===== config.mk =====
export PLATFORM = sky130hd
export DESIGN_NAME = mac_csr
export DESIGN_NICKNAME = d
export VERILOG_FILES = /design/src/rtl/mac_csr_pkg.sv /design/src/rtl/mac_csr_decode.sv /design/src/rtl/mac_csr_store.sv /design/src/rtl/mac_csr_irq.sv /design/src/rtl/mac_csr.sv
export SDC_FILE = /design/constraint.sdc
export NUM_CORES = 1
export LEC_CHECK = 0
export BUFFER_PORTS_ARGS = -buffer_cell sky130_fd_sc_hd__buf_2
export CAP_MARGIN = 20
export CORE_ASPECT_RATIO = 0.5
export CORE_MARGIN = 2
export CORE_UTILIZATION = 50
export CTS_CLUSTER_SIZE = 40
export DETAILED_ROUTE_END_ITERATION = 8
export PLACE_DENSITY_LB_ADDON = 0.1
export SLEW_MARGIN = 10
export SYNTH_ARGS = -nofsm -noshare
export SYNTH_HDL_FRONTEND = slang
export SYNTH_SLANG_ARGS = --single-unit

===== constraint.sdc =====
create_clock -name clk_i -period 2.2 [get_ports clk_i]
set_clock_uncertainty 0.15 [all_clocks]
set_input_delay 0.11 -clock clk_i [delete_from_list [all_inputs] [get_ports clk_i]]
set_output_delay 0.11 -clock clk_i [all_outputs]
set_load 0.005 [all_outputs]

===== src/rtl/mac_csr_pkg.sv =====
package mac_csr_pkg;
  localparam int NREG      = 19;
  localparam int R_MODE    = 0;
  localparam int R_ISRC    = 1;
  localparam int R_IMSK    = 2;
  localparam int R_PKTLEN  = 6;
  localparam int R_TXBD    = 8;
  localparam int R_MAC0    = 15;
  localparam int R_MAC1    = 16;
  localparam int R_HASH0   = 17;
  localparam int R_HASH1   = 18;
  localparam int SRST_BIT  = 11;

  function automatic logic [31:0] rst_val(int i);
    case (i)
      0:       return 32'h0000_A000;
      3:       return 32'h0000_0012;
      4:       return 32'h0000_000C;
      5:       return 32'h0000_0012;
      6:       return 32'h003C_0600;
      7:       return 32'h000F_003F;
      8:       return 32'h0000_0040;
      10:      return 32'h0000_0064;
      default: return 32'h0;
    endcase
  endfunction

  // interrupt registers live in the irq unit, so they are 0 here
  function automatic logic [31:0] wr_mask(int i);
    case (i)
      0:          return 32'h0001_F7FF;
      3, 4, 5:    return 32'h0000_007F;
      6:          return 32'hFFFF_FFFF;
      7:          return 32'h000F_003F;
      8:          return 32'h0000_00FF;
      9:          return 32'h0000_0007;
      10:         return 32'h0000_01FF;
      11:         return 32'h0000_0007;
      12:         return 32'h0000_1F1F;
      13, 14:     return 32'h0000_FFFF;
      15:         return 32'hFFFF_FFFF;
      16:         return 32'h0000_FFFF;
      17, 18:     return 32'hFFFF_FFFF;
      default:    return 32'h0;
    endcase
  endfunction
endpackage


===== src/rtl/mac_csr_decode.sv =====
module mac_csr_decode
  import mac_csr_pkg::*;
#(
  parameter int AW       = 11,
  parameter int BD_BASE  = 1024,
  parameter int BD_WORDS = 256,
  localparam int BDAW    = $clog2(BD_WORDS),
  localparam int RIW     = $clog2(NREG)
) (
  input  logic [AW-1:0]   addr_i,
  output logic            hit_reg_o,
  output logic [RIW-1:0]  reg_idx_o,
  output logic            hit_bd_o,
  output logic [BDAW-1:0] bd_idx_o
);
  localparam int BD_LAST = BD_BASE + 4 * BD_WORDS - 1;

  logic aligned;
  int   off;

  assign aligned   = (addr_i[1:0] == 2'b00);
  assign off       = int'(addr_i);
  assign hit_reg_o = aligned && ((off >> 2) < NREG);
  assign reg_idx_o = RIW'(off >> 2);
  assign hit_bd_o  = aligned && (off >= BD_BASE) && (off <= BD_LAST);
  assign bd_idx_o  = BDAW'((off - BD_BASE) >> 2);
endmodule


===== src/rtl/mac_csr_store.sv =====
module mac_csr_store
  import mac_csr_pkg::*;
(
  input  logic                  clk_i,
  input  logic                  rst_ni,
  input  logic                  soft_rst_i,
  input  logic [NREG-1:0]       wr_i,
  input  logic [31:0]           wdata_i,
  output logic [NREG-1:0][31:0] q_o
);
  for (genvar g = 0; g < NREG; g++) begin : g_reg
    localparam logic [31:0] RV = rst_val(g);
    localparam logic [31:0] MK = wr_mask(g);
    if (MK == 32'h0) begin : g_const
      logic unused_wr;
      assign unused_wr = wr_i[g];
      assign q_o[g]    = RV;
    end else begin : g_ff
      logic [31:0] r_q;
      always_ff @(posedge clk_i or negedge rst_ni) begin
        if (!rst_ni)        r_q <= RV;
        else if (soft_rst_i) r_q <= RV;
        else if (wr_i[g])   r_q <= wdata_i & MK;
      end
      assign q_o[g] = r_q;
    end
  end
endmodule


===== src/rtl/mac_csr_irq.sv =====
module mac_csr_irq #(
  parameter int IRQW = 7
) (
  input  logic            clk_i,
  input  logic            rst_ni,
  input  logic            soft_rst_i,
  input  logic            clr_en_i,
  input  logic            msk_en_i,
  input  logic [IRQW-1:0] wbits_i,
  input  logic [IRQW-1:0] irq_set_i,
  output logic [IRQW-1:0] src_o,
  output logic [IRQW-1:0] msk_o,
  output logic            irq_o
);
  logic [IRQW-1:0] src_q, msk_q, clr;

  assign clr = clr_en_i ? wbits_i : '0;

  always_ff @(posedge clk_i or negedge rst_ni) begin
    if (!rst_ni) begin
      src_q <= '0;
      msk_q <= '0;
    end else if (soft_rst_i) begin
      src_q <= '0;
      msk_q <= '0;
    end else begin
      src_q <= (src_q & ~clr) | irq_set_i;  // set beats clear
      if (msk_en_i) msk_q <= wbits_i;
    end
  end

  assign src_o = src_q;
  assign msk_o = msk_q;
  assign irq_o = |(src_q & msk_q);

  AST_SET_WINS: assert property (@(posedge clk_i) disable iff (!rst_ni)
    (irq_set_i != '0 && !soft_rst_i) |=> ((src_q & $past(irq_set_i)) == $past(irq_set_i)));
  AST_W1C_CLEARS: assert property (@(posedge clk_i) disable iff (!rst_ni)
    (clr_en_i && !soft_rst_i && irq_set_i == '0) |=> ((src_q & $past(wbits_i)) == '0));
  AST_W1C_KEEPS: assert property (@(posedge clk_i) disable iff (!rst_ni)
    (!clr_en_i && !soft_rst_i) |=> ((src_q & $past(src_q)) == $past(src_q)));
endmodule


===== src/rtl/mac_csr.sv =====
module mac_csr
  import mac_csr_pkg::*;
#(
  parameter int AW       = 11,
  parameter int BD_BASE  = 1024,
  parameter int BD_WORDS = 256,
  parameter int IRQW     = 7,
  localparam int BDAW    = $clog2(BD_WORDS),
  localparam int RIW     = $clog2(NREG)
) (
  input  logic            clk_i,
  input  logic            rst_ni,
  input  logic            req_i,
  input  logic            we_i,
  input  logic [AW-1:0]   addr_i,
  input  logic [31:0]     wdata_i,
  output logic [31:0]     rdata_o,
  output logic            rsp_valid_o,
  output logic            err_o,
  output logic            bd_req_o,
  output logic            bd_we_o,
  output logic [BDAW-1:0] bd_addr_o,
  output logic [31:0]     bd_wdata_o,
  input  logic [31:0]     bd_rdata_i,
  input  logic [IRQW-1:0] irq_set_i,
  output logic            irq_o,
  output logic [31:0]     mode_o,
  output logic [15:0]     min_len_o,
  output logic [15:0]     max_len_o,
  output logic [8:0]      rx_idx_o,
  output logic            rx_idx_load_o,
  output logic            soft_rst_o,
  output logic [47:0]     mac_addr_o,
  output logic [63:0]     hash_o
);
  logic                  hit_reg, hit_bd;
  logic [RIW-1:0]        ridx;
  logic [NREG-1:0]       wr;
  logic [NREG-1:0][31:0] q;
  logic [IRQW-1:0]       isrc, imsk;
  logic                  wr_any, soft_rst;
  logic [31:0]           rd_val, rdata_q;
  logic                  sel_bd_q, rsp_q, err_q, srst_q, rxld_q;

  mac_csr_decode #(.AW(AW), .BD_BASE(BD_BASE), .BD_WORDS(BD_WORDS)) u_dec (
    .addr_i    (addr_i),
    .hit_reg_o (hit_reg),
    .reg_idx_o (ridx),
    .hit_bd_o  (hit_bd),
    .bd_idx_o  (bd_addr_o)
  );

  assign wr_any   = req_i && we_i && hit_reg;
  assign soft_rst = wr_any && (ridx == RIW'(R_MODE)) && wdata_i[SRST_BIT];

  for (genvar g = 0; g < NREG; g++) begin : g_wr
    assign wr[g] = wr_any && (ridx == RIW'(g));
  end

  mac_csr_store u_store (
    .clk_i      (clk_i),
    .rst_ni     (rst_ni),
    .soft_rst_i (soft_rst),
    .wr_i       (wr),
    .wdata_i    (wdata_i),
    .q_o        (q)
  );

  mac_csr_irq #(.IRQW(IRQW)) u_irq (
    .clk_i      (clk_i),
    .rst_ni     (rst_ni),
    .soft_rst_i (soft_rst),
    .clr_en_i   (wr[R_ISRC]),
    .msk_en_i   (wr[R_IMSK]),
    .wbits_i    (wdata_i[IRQW-1:0]),
    .irq_set_i  (irq_set_i),
    .src_o      (isrc),
    .msk_o      (imsk),
    .irq_o      (irq_o)
  );

  always_comb begin
    rd_val = '0;
    if (hit_reg) begin
      if (ridx == RIW'(R_ISRC))      rd_val = 32'(isrc);
      else if (ridx == RIW'(R_IMSK)) rd_val = 32'(imsk);
      else                           rd_val = q[ridx];
    end
  end

  always_ff @(posedge clk_i or negedge rst_ni) begin
    if (!rst_ni) begin
      rdata_q  <= '0;
      sel_bd_q <= 1'b0;
      rsp_q    <= 1'b0;
      err_q    <= 1'b0;
      srst_q   <= 1'b0;
      rxld_q   <= 1'b0;
    end else begin
      rdata_q  <= (req_i && !we_i) ? rd_val : '0;
      sel_bd_q <= req_i && !we_i && hit_bd;
      rsp_q    <= req_i;
      err_q    <= req_i && !hit_reg && !hit_bd;
      srst_q   <= soft_rst;
      rxld_q   <= soft_rst || wr[R_TXBD];
    end
  end

  assign rdata_o       = sel_bd_q ? bd_rdata_i : rdata_q;
  assign rsp_valid_o   = rsp_q;
  assign err_o         = err_q;
  assign bd_req_o      = req_i && hit_bd;
  assign bd_we_o       = we_i;
  assign bd_wdata_o    = wdata_i;
  assign soft_rst_o    = srst_q;
  assign rx_idx_load_o = rxld_q;
  assign rx_idx_o      = {q[R_TXBD][7:0], 1'b0};
  assign mode_o        = q[R_MODE];
  assign min_len_o     = q[R_PKTLEN][31:16];
  assign max_len_o     = q[R_PKTLEN][15:0];
  assign mac_addr_o    = {q[R_MAC1][15:0], q[R_MAC0]};
  assign hash_o        = {q[R_HASH1], q[R_HASH0]};

  AST_SOFT_RESET: assert property (@(posedge clk_i) disable iff (!rst_ni)
    (req_i && we_i && addr_i == '0 && wdata_i[SRST_BIT])
      |=> (mode_o == 32'h0000_A000 && rx_idx_o == 9'h080 && soft_rst_o && !irq_o));
  AST_RX_RELOAD: assert property (@(posedge clk_i) disable iff (!rst_ni)
    (req_i && we_i && addr_i == AW'(4 * R_TXBD))
      |=> (rx_idx_o == {$past(wdata_i[7:0]), 1'b0} && rx_idx_load_o));
  AST_MISALIGN_NO_RAM: assert property (@(posedge clk_i) disable iff (!rst_ni)
    (req_i && addr_i[1:0] != 2'b00) |-> !bd_req_o);
  AST_MISALIGN_ERR: assert property (@(posedge clk_i) disable iff (!rst_ni)
    (req_i && addr_i[1:0] != 2'b00) |=> (err_o && rdata_o == '0));
  AST_ERR_ZERO: assert property (@(posedge clk_i) disable iff (!rst_ni)
    (rsp_valid_o && err_o) |-> (rdata_o == '0));
  AST_RSP_NEXT: assert property (@(posedge clk_i) disable iff (!rst_ni)
    req_i |=> rsp_valid_o);
  AST_LOAD_PULSE: assert property (@(posedge clk_i) disable iff (!rst_ni)
    !req_i |=> !rx_idx_load_o && !soft_rst_o);
endmodule


==> metrics.yaml, run 1 <==
status: "complete, no violations"
irDropWorstVdd_mv: 0.562
setup_violations: 0
vias: 14500
holdWs_ps: 73.1
grt_pass1_wl_mm: 84.5
path_max_fanout: 11
dp_slack_ps: -34.2
final_nets: 2177
drtIter0Drc: 1434
dpl.cell_count: 2449
die-area_sq_mm: 0.0351
place_area_sq_mm: 0.0180
synth.top_cell.area_share_pct: 41.6
min_period_ps: 2180
finalHoldViolCount: 0
slew_headroom_pct: 62.7
clock.fmax_mhz: 459
overflow: 0
start_kind: "input pin"
critPathMaxStageDelay_ps: 560
hp-start: "addr_i[3]"
syn_area_per_cell_sq_um: 8.78
slew_violations: 0
holdPathStages: 5
tightest_slew_ps: 559
leakagePower_nw: 9.68
finalCritPeriodShare_pct: 99.1
cpMaxStageDelayCell: "dlygate4sd3_1"
area_growth_pct: 17.7
die_height_um: 133
endpoint_kind: "register"
r2r_setup_slack_ps: 180
r2r_cells: 6
post-dp-hpwl_mm: 38.9
htree_levels: 1
synthCells: 1909
synth_edf_count: 0
globalplace.congestion: 0.906
cp.arrival_ps: 2510
crit_chain: "dlygate4sd3_1 > or4_4 > a2111oi_4 > buf_4 > and3_4 > clkbuf_16 > nand2_1 > a21oi_1"
ys_seq_area_share_pct: 46.0
rr_endpoint: "rdata_q[3]"
ys.flop_type: "dfrtp_1"
min_path_type: "input pin to register"
nFillCells: 2975
grt_use_total_pct: 31.4
fin_area_sq_mm: 0.0197
cts_buffer_depth: 3
yosysMostFrequentCell: "nand2_1"
vias_per_cell: 5.66
drc: 0
clkSinkCount: 307
crit_path_start: "addr_i[10]"
multi_input_area_sq_mm: 0.00678
fin_tns_setup_ps: 0
syn-cell-area_sq_mm: 0.0168
synth_commonest_cells: "nand2_1 (503), dfrtp_1 (279), a21oi_1 (235), buf_4 (235), clkbuf_1 (81)"
routedWlPerCell_um: 22.2
layout.core_utilization_pct: 59.7
post-cts-setup-buffers: 0
synthArstFlopShare_pct: 100
antenna_found_initial: 3
insertion_delay_ps: 570
path_clk_slew_ps: 70
synthDistinctLibCells: 66
rows: 47
crit_type: "input pin to register"
stdcell_count: 2555
setup_ws_ps: 19.8
cts_tree: "built"
die_x_um: 263
p_total_mw: 12.4
core-area_sq_mm: 0.0330
regArea_sq_mm: 0.00772
io_buffers: 332
cts_buffers: 29
synth_area_leaders: "dfrtp_1 (42%), nand2_1 (11%), buf_4 (11%), a21oi_1 (7.0%), dfstp_2 (4.4%)"
yosysTopAreaCell: "dfrtp_1"
crit_buf_inv: 3
yosysWarnings: 0
routed_wl_mm: 56.7
cpLargestDelayFamily: "buffers and inverters"
ant_nets: 0
initial_core_util_pct: 50.7
clock-root-buffer: "clkbuf_16"
io_pins: 350
cp.required_ps: 2530
r2r-start: "u_store.g_reg[7].g_ff.r_q[3]"
grt_start_max_net_pins: 51
drive_gt1_share_pct: 29.5
powerDensity_mw_per_mm2: 626
dr.pass1.iters: 8
grt_pass1_vias: 13700
synth-seq-cells: 307
cap_violations: 0
worstHoldEndpoint: "rdata_q[8]"
power breakdown:
group          total (mW)  switching [mW]  internal, mW
Combinational        1.00           0.634         0.367
Clock                5.66            2.31          3.36
Sequential           5.69          0.0170          5.67
sequential cells by signal, summed over array words and instances, names as in the netlist:
name	cells
rdata_q	32
err_o	1
rx_idx_load_o	1
sel_bd_q	1
u_irq.src_o	7
soft_rst_o	1
u_irq.msk_o	7
rsp_valid_o	1
u_store.g.g_ff.r_q	256
final cells by class:
cell class | instances | share of cell area [%]
inverter | 13 | 0.273
tap | 441 | 2.80
antenna | 1 | 0.0127
multi-input combinational | 1235 | 34.4
clock buffer | 39 | 4.22
timing repair buffer | 505 | 18.1
sequential | 307 | 39.1
clock inverter | 14 | 1.15
metal layers:
metal	track usage (%)	up-vias	wire, um
li1	-	6553	-
met1	43.5	7109	23900
met2	52.1	695	27200
met3	5.03	93	4360
met4	8.13	0	1230
met5	0	-	0
worst reg2reg max path: stages (launching register included):
cell,delay [ps]
dfstp_2,530
mux2i_1,100
a22o_1,200
or3_1,340
a31o_2,250
a21boi_0,210
buf_4,180
layout by cell type (no fill, tap or decap), types with 5 or more instances in the layout:
cell | Yosys | layout
a21o_1 | 8 | 8
a21oi_1 | 235 | 234
a221oi_1 | 8 | 8
a22oi_1 | 26 | 26
a31oi_1 | 10 | 10
and2_1 | 4 | 5
and3_1 | 17 | 16
buf_12 | 0 | 31
buf_2 | 44 | 328
buf_4 | 235 | 90
bufinv_16 | 0 | 6
clkbuf_16 | 0 | 33
clkbuf_8 | 0 | 7
clkinv_2 | 0 | 6
conb_1 | 1 | 17
dfrtp_1 | 279 | 279
dfstp_2 | 28 | 28
dlygate4sd3_1 | 0 | 49
inv_1 | 11 | 11
mux2_2 | 47 | 47
mux2i_1 | 50 | 50
mux4_2 | 14 | 14
nand2_1 | 503 | 502
nand2b_1 | 24 | 24
nand3_1 | 52 | 51
nand4_1 | 5 | 5
nor2_1 | 65 | 63
nor3_1 | 11 | 10
o211ai_1 | 5 | 5
o21ai_0 | 62 | 62
o32a_1 | 6 | 6
or2_2 | 5 | 5
how the worst max path moves through the flow:
| stage | slack (ps) | cells after the start | end |
|---|---|---|---|
| floorplan | 200 | 7 | u_store.g_reg[3].g_ff.r_q[5] |
| global placement | -50 | 8 | rdata_q[11] |
| detailed placement | -30 | 7 | u_store.g_reg[7].g_ff.r_q[5] |
| CTS | 20 | 9 | rdata_q[11] |
| global route | -7 | 8 | u_store.g_reg[17].g_ff.r_q[4] |
| finish | 20 | 8 | u_store.g_reg[17].g_ff.r_q[9] |
kinds of logic (layout without fill, tap and decap cells):
| kind of cell | count (synthesis) | count (layout) | synth area share [%] |
|---|---|---|---|
| other | 1 | 18 | 0.0224 |
| buffers and inverters | 383 | 571 | 14.2 |
| AND/OR/NAND/NOR | 717 | 717 | 18.4 |
| multiplexers | 111 | 111 | 8.02 |
| flip-flops | 307 | 307 | 46.0 |
| AO/OA/AOI/OAI | 390 | 390 | 13.4 |
timing repair:
action                     in CTS  in global routing
hold endpoints to repair      559                  0
setup endpoints to repair       0                144
hold buffers                   50                  0
gates resized for setup         0                 10
Power figures use the tool's default switching activity.
==> run 2, diff against run 1 <==
CORE_UTILIZATION = 40   (was 50)
==> run 2 against run 1 <==
Combinational power rose by 5%; power down 1.5%; sequential power barely moved; critical path type unchanged.
==> metrics.yaml, run 2 (synthesis results as in run 1) <==
cts_buffers: 29
slew_headroom_pct: 56.8
vias_per_cell: 5.40
clkSinkCount: 307
gr-usage-met3_pct: 3.28
io_buffers: 332
min_path_type: "input pin to register"
grt_start_max_net_pins: 50
slew_violations: 0
fin_area_sq_mm: 0.0199
area_growth_pct: 18.7
finalCritPeriodShare_pct: 96.6
grt_pass1_wl_mm: 90.0
io_pins: 350
critPathMaxStageDelay_ps: 570
die-area_sq_mm: 0.0437
cap_violations: 0
drc: 0
ant_nets: 0
cts_tree: "built"
overflow: 0
antenna_found_initial: 0
hp-start: "addr_i[4]"
core-area_sq_mm: 0.0409
post-dp-hpwl_mm: 42.2
powerDensity_mw_per_mm2: 611
nFillCells: 3926
drive_gt1_share_pct: 29.9
regArea_sq_mm: 0.00772
endpoint_kind: "register"
cts_buffer_depth: 3
initial_core_util_pct: 41.0
r2r-start: "u_store.g_reg[4].g_ff.r_q[3]"
worstHoldEndpoint: "rdata_q[6]"
routed_wl_mm: 60.9
met1_usage_pct: 38.4
final_common_cell: "nand2_1"
clock.fmax_mhz: 470
htree_levels: 1
crit_type: "input pin to register"
vias: 14400
irDropWorstVdd_mv: 0.636
largest_register_ff_count: 256
grt_pass1_vias: 13800
r2r_cells: 6
busiest_layer: "met2"
grtUsageMet2_pct: 45.5
multi_input_area_sq_mm: 0.00676
stdcell_count: 2670
cp.required_ps: 2540
dr.pass1.iters: 5
path_max_fanout: 9
place_area_sq_mm: 0.0183
cpMaxStageDelayCell: "dlygate4sd3_1"
routedWlPerCell_um: 22.8
rows: 52
insertion_delay_ps: 580
path_clk_slew_ps: 70
dpl.cell_count: 2564
status: "complete, no violations"
die_height_um: 149
dp_slack_ps: -86.3
final_nets: 2194
rr_endpoint: "rdata_q[3]"
cp.arrival_ps: 2460
num_antenna_cells: 0
start_kind: "input pin"
layout_common_cells: "nand2_1 (503), buf_2 (330), dfrtp_1 (279)"
leakagePower_nw: 9.71
largest-register: "u_store.g.g_ff.r_q"
r2r_setup_slack_ps: 210
grt_use_total_pct: 27.3
drtIter0Drc: 1243
setup_violations: 0
holdPathStages: 4
clock-root-buffer: "clkbuf_16"
setup_ws_ps: 74.3
die_x_um: 294
tightest_slew_ps: 632
finalHoldViolCount: 0
crit_chain: "dlygate4sd3_1 > buf_2 > nor2_2 > dlygate4sd3_1 > nand2_1 > nor4b_2 > nand2_1 > buf_4 > nor2_1"
rsz0062_at_grt: "true"
min_period_ps: 2130
globalplace.congestion: 0.898
top_regs: "u_store.g.g_ff.r_q (256), rdata_q (32)"
==> run 2: worst max path at each step <==
stage	start	endpoint	cells past startpoint
finish	addr_i[0]	rdata_q[16]	9
global placement	addr_i[9]	u_store.g_reg[3].g_ff.r_q[1]	7
detailed placement	addr_i[9]	u_store.g_reg[7].g_ff.r_q[0]	7
global route	addr_i[0]	rdata_q[16]	9
CTS	addr_i[0]	rdata_q[3]	10
floorplan	addr_i[9]	u_store.g_reg[3].g_ff.r_q[5]	7
==> run 2: area by class of cell <==
| type | count | share of cell area, % |
|---|---|---|
| sequential | 307 | 38.8 |
| clock inverter | 9 | 0.635 |
| timing repair buffer | 522 | 18.6 |
| tap | 540 | 3.40 |
| inverter | 13 | 0.270 |
| multi-input combinational | 1235 | 34.0 |
| clock buffer | 44 | 4.38 |
==> run 2: power breakdown <==
group	internal, mW	total, mW	switching [mW]
Sequential	5.67	5.69	0.0177
Combinational	0.394	1.05	0.657
Clock	3.08	5.43	2.35
Total	9.14	12.2	3.02
==> run 2: timing repair <==
action	4_1_cts	5_1_grt
buffers inserted	0	2
endpoints found under the setup margin	0	36
hold endpoints to repair	571	0
resized for setup	0	3
hold buffers	49	0
==> run 2: through the flow <==
step,setup TNS (ps),hold slack [ps],util (%),power [mW]
after floorplan,0,-336,-,6.24
after detailed placement,-1350,-42.3,44.8,6.76
after global routing,-7.37,56.5,48.7,12.6
after global placement,-749,-45.1,44.8,6.76
after CTS,0,38.9,48.5,12.2
final,0,68.2,48.7,12.2
==> run 2: metal layers <==
layer	vias up	wire length [um]
met5	-	0
met4	0	1260
met3	87	3430
met2	464	29200
met1	7277	27000
li1	6585	-
==> run 2: critical path: cells and delay by family <==
kind / cells / cell delay, ps
AND/OR/NAND/NOR: 5 / 890
buffers and inverters: 4 / 1460
==> run 3, diff against run 2 <==
BUFFER_PORTS_ARGS = default   (was -buffer_cell sky130_fd_sc_hd__buf_2)
DONT_BUFFER_PORTS = 1   (was default)
==> run 3 against run 2 <==
The run now ends with hold timing, setup timing left; sequential power barely moved; first-iteration DRC count rose by 14%; non-clock buffer count fell by 141; register-to-register slack got worse by 120 ps; combinational power fell by 31%; setup slack got worse by 100 ps; global-route usage rose by 2.5 points; die area did not move; sequential cell count did not move; critical path type unchanged; critical endpoint is now u_store.g_reg[16].g_ff.r_q[2]; largest cell class unchanged; highest routed layer is now met5.
==> metrics.yaml, run 3 (synthesis results as in run 1) <==
leakagePower_nw: 9.18
rows: 52
slew_violations: 0
rsz0062_at_grt: "false"
powerDensity_mw_per_mm2: 579
largest_register_ff_count: 256
cts_tree: "built"
r2r-start: "u_store.g_reg[15].g_ff.r_q[0]"
dr.pass1.iters: 6
insertion_delay_ps: 590
die_x_um: 294
ant_nets: 0
holdWs_ps: -918
cp.arrival_ps: 2530
min_path_type: "input pin to async pin"
path_clk_slew_ps: 70
slew_headroom_pct: 23.5
cp.required_ps: 2510
final_common_cell: "nand2_1"
cap_violations: 0
layout.core_utilization_pct: 49.1
post-dp-hpwl_mm: 39.1
largest-register: "u_store.g.g_ff.r_q"
setup_violations: 7
min_period_ps: 2230
crit_type: "input pin to register"
globalplace.congestion: 0.897
grt_pass1_wl_mm: 96.9
final_nets: 2054
finalCritPeriodShare_pct: 101
path_max_fanout: 21
die-area_sq_mm: 0.0437
vias_per_cell: 5.72
stdcell_count: 2538
htree_levels: 1
status: "complete, but fails checks"
routedWlPerCell_um: 25.9
io_pins: 350
crit_path_start: "addr_i[9]"
grt_use_total_pct: 29.8
p_total_mw: 11.6
core-area_sq_mm: 0.0409
drive_gt1_share_pct: 11.8
io_buffers: 0
clock-root-buffer: "clkbuf_16"
routed_wl_mm: 65.8
overflow: 0
grt_pass1_vias: 14500
top_regs: "u_store.g.g_ff.r_q (256), rdata_q (32)"
clock.fmax_mhz: 449
dp_slack_ps: 54.7
setup_ws_ps: -25.4
drtIter0Drc: 1418
initial_core_util_pct: 41.0
start_kind: "input pin"
tightest_slew_ps: 1140
clkSinkCount: 307
endpoint_kind: "register"
dpl.cell_count: 2163
cts_buffer_depth: 3
violations: "hold timing, setup timing"
antenna_found_initial: 11
cts_buffers: 30
irDropWorstVdd_mv: 0.588
grt_start_max_net_pins: 308
vias: 14500
finalHoldViolCount: 307
area_growth_pct: 19.7
die_height_um: 149
drc: 0
layout_common_cells: "nand2_1 (503), dlygate4sd3_1 (305), dfrtp_1 (278)"
-- run 3: changes by cell type in the layout (fill, tap and decap cells not counted), sizes merged --
cell	delta
buf	-396
bufinv	-3
clkbuf	+8
clkinv	-4
diode	+6
dlygate4sd3	+257
-- run 3: timing repair --
action	4_1_cts	5_1_grt
endpoints found under the hold margin	614	308
hold buffers	313	1
gates resized for setup	0	6
setup endpoints to repair	0	10
buffers inserted	0	1
-- run 3: cell type report --
cell class              instances  area (sq um)
fillers                      3902         20800
flip-flops and latches        307          7720
multi-input cells            1235          6760
repair buffers                381          3890
clock buffers                  54           942
well taps                     540           676
inverters                      13          53.8
diodes                          6          15.0
clock inverters                 2          12.5
-- run 3: critical path, stage by stage --
cell	delay (ps)
or4_4	560
a2111oi_4	370
nand4_2	260
buf_12	250
dlygate4sd3_1	750
nand3_1	160
nand2_1	80
-- run 3: worst paths after layout --
path                            slack [ps]  cells after the start                             end
max in group asynchronous             2130                      0                   rx_idx_load_o
worst max-delay path                   -30                      7   u_store.g_reg[16].g_ff.r_q[2]
worst max register to register          90                      5                      rdata_q[0]
worst min register to register         330                      2    u_store.g_reg[7].g_ff.r_q[0]
worst min-delay path                  -920                      0  u_store.g_reg[18].g_ff.r_q[27]
min in group clk_i                      20                      4                      rdata_q[5]
-- run 3: per-layer routing --
| metal | track usage (%) | share of wire [%] | up-vias |
|---|---|---|---|
| met3 | 6.85 | 8.9 | 135 |
| met1 | 38.7 | 40 | 7338 |
| met2 | 49.3 | 48 | 721 |
| met4 | 10.1 | 3.1 | 2 |
| met5 | 0 | 0.017 | - |
| li1 | - | - | 6318 |
-- run 3: metrics by stage --
stage | instance area [sq um] | TNS [ps]
2_1_floorplan | 16800 | 0
3_3_place_gp | 15900 | 0
3_5_place_dp | 15900 | 0
4_1_cts | 20000 | 0
5_1_grt | 20100 | 0
6_report | 20100 | -83.2
-- run 3: power by group --
group	switching (mW)	leakage (nW)	internal, mW
registers	0.0242	4.14	5.67
clock network	2.34	0.461	2.87
logic	0.439	4.58	0.288
total	2.80	9.18	8.83
